--- src/rtl/bcd_cnt_pkg.sv ---
package bcd_cnt_pkg;

   // Kind of step the digit takes on a system-clock edge.
   typedef enum logic [1:0] {
      STEP_HOLD = 2'd0,
      STEP_UP   = 2'd1,
      STEP_DOWN = 2'd2
   } step_e;

   localparam int unsigned CNT_DIGIT_W_DEF = 4;
   localparam int unsigned CNT_TOP_DEF     = 9;

endpackage

--- src/rtl/bcd_edge_det.sv ---
module bcd_edge_det #(
   parameter int unsigned N_LINES = 2,
   parameter logic        IDLE_LVL = 1'b1
) (
   input  logic               clk_i,
   input  logic               mr_i,
   input  logic [N_LINES-1:0] lvl_i,
   output logic [N_LINES-1:0] lvl_q_o,
   output logic [N_LINES-1:0] rise_o
);

   if (N_LINES < 1) begin : g_bad_lines
      $error("bcd_edge_det: N_LINES must be at least 1");
   end

   for (genvar gi = 0; gi < int'(N_LINES); gi++) begin : g_line
      logic hist_q;

      // The history restarts at the idle level, so an input held low
      // across a reset is seen rising after the reset is released.
      always_ff @(posedge clk_i or posedge mr_i) begin
         if (mr_i) hist_q <= IDLE_LVL;
         else      hist_q <= lvl_i[gi];
      end

      assign lvl_q_o[gi] = hist_q;
      assign rise_o[gi]  = lvl_i[gi] & ~hist_q;

      // A detected rise lasts one cycle (part of R1 and R7).
      assert_single_rise_R1: assert property (
         @(posedge clk_i) disable iff (mr_i)
         rise_o[gi] |=> !rise_o[gi]
      );
   end

endmodule

--- src/rtl/bcd_step.sv ---
module bcd_step
   import bcd_cnt_pkg::*;
#(
   parameter int unsigned DIGIT_W = 4,
   parameter int unsigned TOP_VAL = 9
) (
   input  logic [DIGIT_W-1:0] cur_i,
   input  logic               up_ev_i,
   input  logic               dn_ev_i,
   output step_e              step_o,
   output logic [DIGIT_W-1:0] nxt_o
);

   localparam logic [DIGIT_W-1:0] TOP_V = DIGIT_W'(TOP_VAL);
   localparam logic [DIGIT_W-1:0] ONE_V = DIGIT_W'(1);

   if (TOP_VAL == 0 || TOP_VAL >= (1 << DIGIT_W)) begin : g_bad_top
      $error("bcd_step: TOP_VAL out of range for DIGIT_W");
   end

   always_comb begin
      step_o = STEP_HOLD;
      if (up_ev_i)      step_o = STEP_UP;
      else if (dn_ev_i) step_o = STEP_DOWN;
   end

   always_comb begin
      nxt_o = cur_i;
      unique case (step_o)
         // Above TOP_VAL the digit steps in plain binary and wraps to zero.
         STEP_UP:   nxt_o = (cur_i == TOP_V) ? '0 : cur_i + ONE_V;
         STEP_DOWN: nxt_o = (cur_i == '0) ? TOP_V : cur_i - ONE_V;
         default:   nxt_o = cur_i;
      endcase
   end

endmodule

--- src/rtl/bcd_tc_gen.sv ---
module bcd_tc_gen #(
   parameter int unsigned DIGIT_W  = 4,
   parameter int unsigned TOP_VAL  = 9,
   parameter bit          TC_EXACT = 1'b0
) (
   input  logic [DIGIT_W-1:0] q_i,
   input  logic               up_i,
   input  logic               dn_i,
   output logic               carry_n_o,
   output logic               borrow_n_o
);

   localparam logic [DIGIT_W-1:0] TOP_V = DIGIT_W'(TOP_VAL);

   logic at_top;

   if (TC_EXACT) begin : g_exact
      // Full compare: carry only at the exact top value.
      assign at_top = (q_i == TOP_V);
   end else begin : g_sparse
      // Sparse decode: only the bits set in the top value are tested.
      assign at_top = &(q_i | ~TOP_V);
   end

   assign carry_n_o  = ~(at_top & ~up_i);
   assign borrow_n_o = ~((q_i == '0) & ~dn_i);

endmodule

--- src/rtl/bcd_dual_clk_counter.sv ---
module bcd_dual_clk_counter
   import bcd_cnt_pkg::*;
#(
   parameter int unsigned DIGIT_W  = CNT_DIGIT_W_DEF,
   parameter int unsigned TOP_VAL  = CNT_TOP_DEF,
   parameter bit          TC_EXACT = 1'b0
) (
   input  logic               clk_i,
   input  logic               mr_i,
   input  logic               load_n_i,
   input  logic [DIGIT_W-1:0] data_i,
   input  logic               up_i,
   input  logic               dn_i,
   output logic [DIGIT_W-1:0] q_o,
   output logic               carry_n_o,
   output logic               borrow_n_o
);

   localparam int unsigned      N_LINES = 2;
   localparam int unsigned      UP_IDX  = 0;
   localparam int unsigned      DN_IDX  = 1;
   localparam logic [DIGIT_W-1:0] TOP_V = DIGIT_W'(TOP_VAL);

   if (DIGIT_W < 2) begin : g_bad_width
      $error("bcd_dual_clk_counter: DIGIT_W must be at least 2");
   end
   if (TOP_VAL == 0 || TOP_VAL >= (1 << DIGIT_W)) begin : g_bad_top
      $error("bcd_dual_clk_counter: TOP_VAL does not fit DIGIT_W");
   end

   logic [N_LINES-1:0] lvl, lvl_q, rise;
   logic               up_ev, dn_ev;
   step_e              step;
   logic [DIGIT_W-1:0] cnt_q, cnt_nxt;

   assign lvl[UP_IDX] = up_i;
   assign lvl[DN_IDX] = dn_i;

   bcd_edge_det #(
      .N_LINES  (N_LINES),
      .IDLE_LVL (1'b1)
   ) edge_i (
      .clk_i   (clk_i),
      .mr_i    (mr_i),
      .lvl_i   (lvl),
      .lvl_q_o (lvl_q),
      .rise_o  (rise)
   );

   // A rise counts only if the other input was high before and is still high.
   assign up_ev = rise[UP_IDX] & lvl[DN_IDX] & lvl_q[DN_IDX];
   assign dn_ev = rise[DN_IDX] & lvl[UP_IDX] & lvl_q[UP_IDX];

   bcd_step #(
      .DIGIT_W (DIGIT_W),
      .TOP_VAL (TOP_VAL)
   ) step_i (
      .cur_i   (cnt_q),
      .up_ev_i (up_ev),
      .dn_ev_i (dn_ev),
      .step_o  (step),
      .nxt_o   (cnt_nxt)
   );

   always_ff @(posedge clk_i or posedge mr_i) begin
      if (mr_i)           cnt_q <= '0;
      else if (!load_n_i) cnt_q <= data_i;
      else                cnt_q <= cnt_nxt;
   end

   // The asynchronous controls reach the outputs without waiting for a clock.
   always_comb begin
      if (mr_i)           q_o = '0;
      else if (!load_n_i) q_o = data_i;
      else                q_o = cnt_q;
   end

   bcd_tc_gen #(
      .DIGIT_W  (DIGIT_W),
      .TOP_VAL  (TOP_VAL),
      .TC_EXACT (TC_EXACT)
   ) tc_i (
      .q_i        (q_o),
      .up_i       (up_i),
      .dn_i       (dn_i),
      .carry_n_o  (carry_n_o),
      .borrow_n_o (borrow_n_o)
   );

   assert_count_up_R1: assert property (
      @(posedge clk_i) disable iff (mr_i || !load_n_i)
      (rise[UP_IDX] && dn_i && !rise[DN_IDX])
      |=> cnt_q == (($past(cnt_q) == TOP_V) ? '0 : $past(cnt_q) + DIGIT_W'(1))
   );

   assert_count_down_R1: assert property (
      @(posedge clk_i) disable iff (mr_i || !load_n_i)
      (rise[DN_IDX] && up_i && !rise[UP_IDX])
      |=> cnt_q == (($past(cnt_q) == '0) ? TOP_V : $past(cnt_q) - DIGIT_W'(1))
   );

   assert_idle_low_blocks_R6: assert property (
      @(posedge clk_i) disable iff (mr_i || !load_n_i)
      ((rise[UP_IDX] && !dn_i) || (rise[DN_IDX] && !up_i)) |=> $stable(cnt_q)
   );

   assert_load_holds_R3: assert property (
      @(posedge clk_i) disable iff (mr_i)
      ($past(!load_n_i) && !load_n_i) |-> cnt_q == $past(data_i)
   );

   assert_carry_at_top_R4: assert property (
      @(posedge clk_i) disable iff (mr_i)
      (q_o == TOP_V && !up_i) |-> !carry_n_o
   );

   assert_borrow_only_zero_R5: assert property (
      @(posedge clk_i) disable iff (mr_i)
      !borrow_n_o |-> (q_o == '0 && !dn_i)
   );

endmodule

--- config.mk ---
export PLATFORM = sky130hd
export DESIGN_NAME = bcd_dual_clk_counter
export DESIGN_NICKNAME = d
export VERILOG_FILES = /design/src/rtl/bcd_cnt_pkg.sv /design/src/rtl/bcd_edge_det.sv /design/src/rtl/bcd_step.sv /design/src/rtl/bcd_tc_gen.sv /design/src/rtl/bcd_dual_clk_counter.sv
export SDC_FILE = /design/constraint.sdc
export NUM_CORES = 1
export LEC_CHECK = 0
export ABC_CLOCK_PERIOD_IN_PS = 3600
export BUFFER_PORTS_ARGS = -buffer_cell sky130_fd_sc_hd__clkbuf_2
export CORE_AREA = 2 2 39 41
export CTS_BUF_LIST = sky130_fd_sc_hd__clkbuf_2 sky130_fd_sc_hd__clkbuf_4 sky130_fd_sc_hd__clkbuf_8
export DETAILED_ROUTE_END_ITERATION = 10
export DIE_AREA = 0 0 41 43
export PLACE_DENSITY = 0.69
export SYNTH_ARGS = -nofsm -noshare
export SYNTH_HDL_FRONTEND = slang
export SYNTH_HIERARCHICAL = 1
export SYNTH_SLANG_ARGS = --single-unit
--- constraint.sdc ---
create_clock -name clk_i -period 3.6 [get_ports clk_i]
set_input_delay 0.18 -clock clk_i [delete_from_list [all_inputs] [get_ports clk_i]]
set_output_delay 0.18 -clock clk_i [all_outputs]
set_load 0.01 [all_outputs]
==> run summary <==
Top cell family by delay on the critical path -> simple AND/OR/NAND/NOR gates
Aggregate negative setup slack -> 0 ps
Highest Clock Rate -> 0.601 GHz
Fraction of met2 tracks used by global routing -> 26.6%
Cell with the largest stage delay on the worst path -> dfrtp_1
TritonCTS sink count -> 6
Met3 track utilization from global routing -> 1.57%
Netlist area before placement -> 583 um^2
Overflow left after global routing -> 0
Number of global-route vias before repair -> 549
Post-detailed-route wirelength per cell -> 11.9 um
Antenna violations before repair -> 0
Detailed Routing Iterations Pass 1 -> 4
Core ar. -> 0.00138 mm^2
Height of the die -> 43 um
Final-report hold violation count -> 0
Worst-case headroom to the max-slew limit -> 83.4%
Crit path time final -> 1660 ps
Worst clock skew -> 5.44 ps
Last weighted congestion value of the routability-driven placer -> 0.767
Type of the worst setup path -> flop to flop
Worst Hold Path EP -> edge_i/g_line[0].hist_q
First-iteration detailed-routing DRC count -> 8
Root buffer cell -> clkbuf_4
Drt total wl -> 1250 um
RSZ-0062 raised after global routing -> no
Number of ports placed on the die boundary -> 15
Worst-case vdd ir drop -> 0.000193 V
Met1 usage -> 21.9%
Area added between synthesis and finish -> 17.8%
Initial Utilization -> 42.1%
First-pass GRT wire length -> 2150 um
Total number of vias -> 558
CTS tree -> yes
Smallest hold slack -> 64.1 ps
Part of the cycle the worst path needs -> 46.2%
Worst EP arrival -> 1840 ps
# Post-CTS Setup Buffers -> 0
Maximum cell stage delay along the critical path -> 440 ps
Number of antenna diodes -> 0
CTS HTree Levels -> 1
Global router's overall resource usage -> 17.2%
Yosys warning count -> 6
Clock Latency Late Sink -> 240 ps
Die span in x -> 41 um
Endpoint of the worst register-to-register path -> cnt_q[0]
Area of the die -> 0.00176 mm^2
Origin of the worst min-delay path -> up_i
Min-delay worst type -> input pin to flop
Count of nets after finishing -> 102
Number of nets with antenna violations after detailed routing -> 0
Transition time at the pin with the least slew margin -> 248 ps
Most common cell on crit path -> nand2_1
Maximum number of pins on one net before global-route repair -> 13
Post-synthesis net count -> 85
Count of unresolved DRC violations after routing -> 0
Sum of buffers and inverters on the critical path -> 1
Hold path cells -> 1
Clock Path Buffers -> 2
Pwr/cell area -> 333 mW/mm^2
Synth Instances -> 73
Maximum capacitance violations -> 0
Overall power after layout -> 229 uW
IO buf count -> 14
CP Cell Sequence -> inv_1 > ha_1 > nor3b_2 > nand2b_1 > a21oi_1 > a221oi_2 > nand2_1 > nand2_1
Biggest fanout along the worst timing path -> 6
Global routing's busiest layer -> met2
Crit path required time -> 3780 ps
Post-synthesis average cell area -> 7.99 um^2
Worst reg2reg path startpoint -> cnt_q[0]
Final count of negative-setup-slack endpoints -> 0
Leak -> 0.351 nW
Inserted Clock Buffers -> 3
Num rows -> 14
Number of max-slew violations in the final report -> 0
Type of element capturing the critical path -> flop
Cell count of the worst reg-to-reg path -> 8
Avg Vias per Cell -> 5.31
Nature of the critical path startpoint -> flop
Status -> complete, no violations
Layout cell share with drive strength beyond 1 -> 32.6%
Setup Slack @ Placement -> 1990 ps
DPL Wire Length -> 1010 um
Clock-pin slew of the registers on the worst-case setup and hold paths -> 50 ps
R2R Setup Slk -> 1940 ps
Post-route worst setup slack -> 1940 ps
[per-stage QoR]
stage / instances / util, % / instance area [um^2]
floorplan: 73 / - / 583
global placement: 100 / 46.7 / 647
detailed placement: 100 / 46.7 / 647
CTS: 105 / 49.6 / 687
global route: 105 / 49.6 / 687
finish: 105 / 49.6 / 687
[worst reg2reg max path, delay by kind of cell, from the launching register on]
| family | cells | cell delay, ps |
|---|---|---|
| AOI/OAI and AO/OA | 2 | 250 |
| adders and majority gates | 1 | 250 |
| buffers and inverters | 1 | 160 |
| DFF | 1 | 440 |
| and+or+nand+nor | 4 | 510 |
[layout by cell type (no fill, tap or decap), types with 2 or more instances in the layout]
cell / count
a21oi_1: 7
and3_1: 2
clkbuf_2: 14
clkbuf_4: 4
dfrtp_1: 4
dfstp_2: 2
ha_1: 3
inv_1: 6
nand2_1: 18
nand2b_1: 3
nand2b_4: 2
nor2_1: 3
nor2b_4: 2
o21ai_0: 2
[layout make-up]
| type | instances | area [um^2] |
|---|---|---|
| Timing Repair Buffer | 15 | 80.1 |
| Sequential cell | 6 | 153 |
| Inverter | 7 | 26.3 |
| Fill cell | 141 | 697 |
| Multi-Input combinational cell | 57 | 378 |
| Clock buffer | 4 | 30.0 |
| Tap cell | 16 | 20.0 |
[per-layer routing]
| metal | vias up | part of all wire [%] |
|---|---|---|
| met1 | 254 | 40 |
| met4 | 0 | 1.9 |
| met3 | 4 | 5.0 |
| met5 | - | 0 |
| li1 | 277 | - |
| met2 | 23 | 53 |
[registers in the layout (all words and copies together), names as in the netlist]
signal and count:
cnt_q 4, edge_i/g_line.hist_q 2
[where the power goes]
group          internal, mW  switching (mW)  total [mW]  leakage [nW]
combinational        0.0336          0.0364      0.0700         0.263
clock                0.0495          0.0247      0.0743        0.0184
sequential           0.0744          0.0103      0.0847        0.0695
total                 0.158          0.0713       0.229         0.351
[timing repair]
action                    CTS  global route
resized for setup           0             0
hold endpoints to repair    4             0
hold buffers                1             0
[worst max path at each step]
stage | start | endpoint | slack (ps) | cells past startpoint
final | cnt_q[0] | cnt_q[0] | 1940 | 8
after global routing | cnt_q[0] | cnt_q[0] | 1790 | 8
after detailed placement | cnt_q[0] | cnt_q[3] | 1990 | 8
after global placement | cnt_q[0] | cnt_q[3] | 2020 | 8
after CTS | cnt_q[0] | cnt_q[0] | 1950 | 8
after floorplan | edge_i/g_line[1].hist_q | cnt_q[1] | 2130 | 7
No activity file was read; power rests on OpenSTA's default activity.
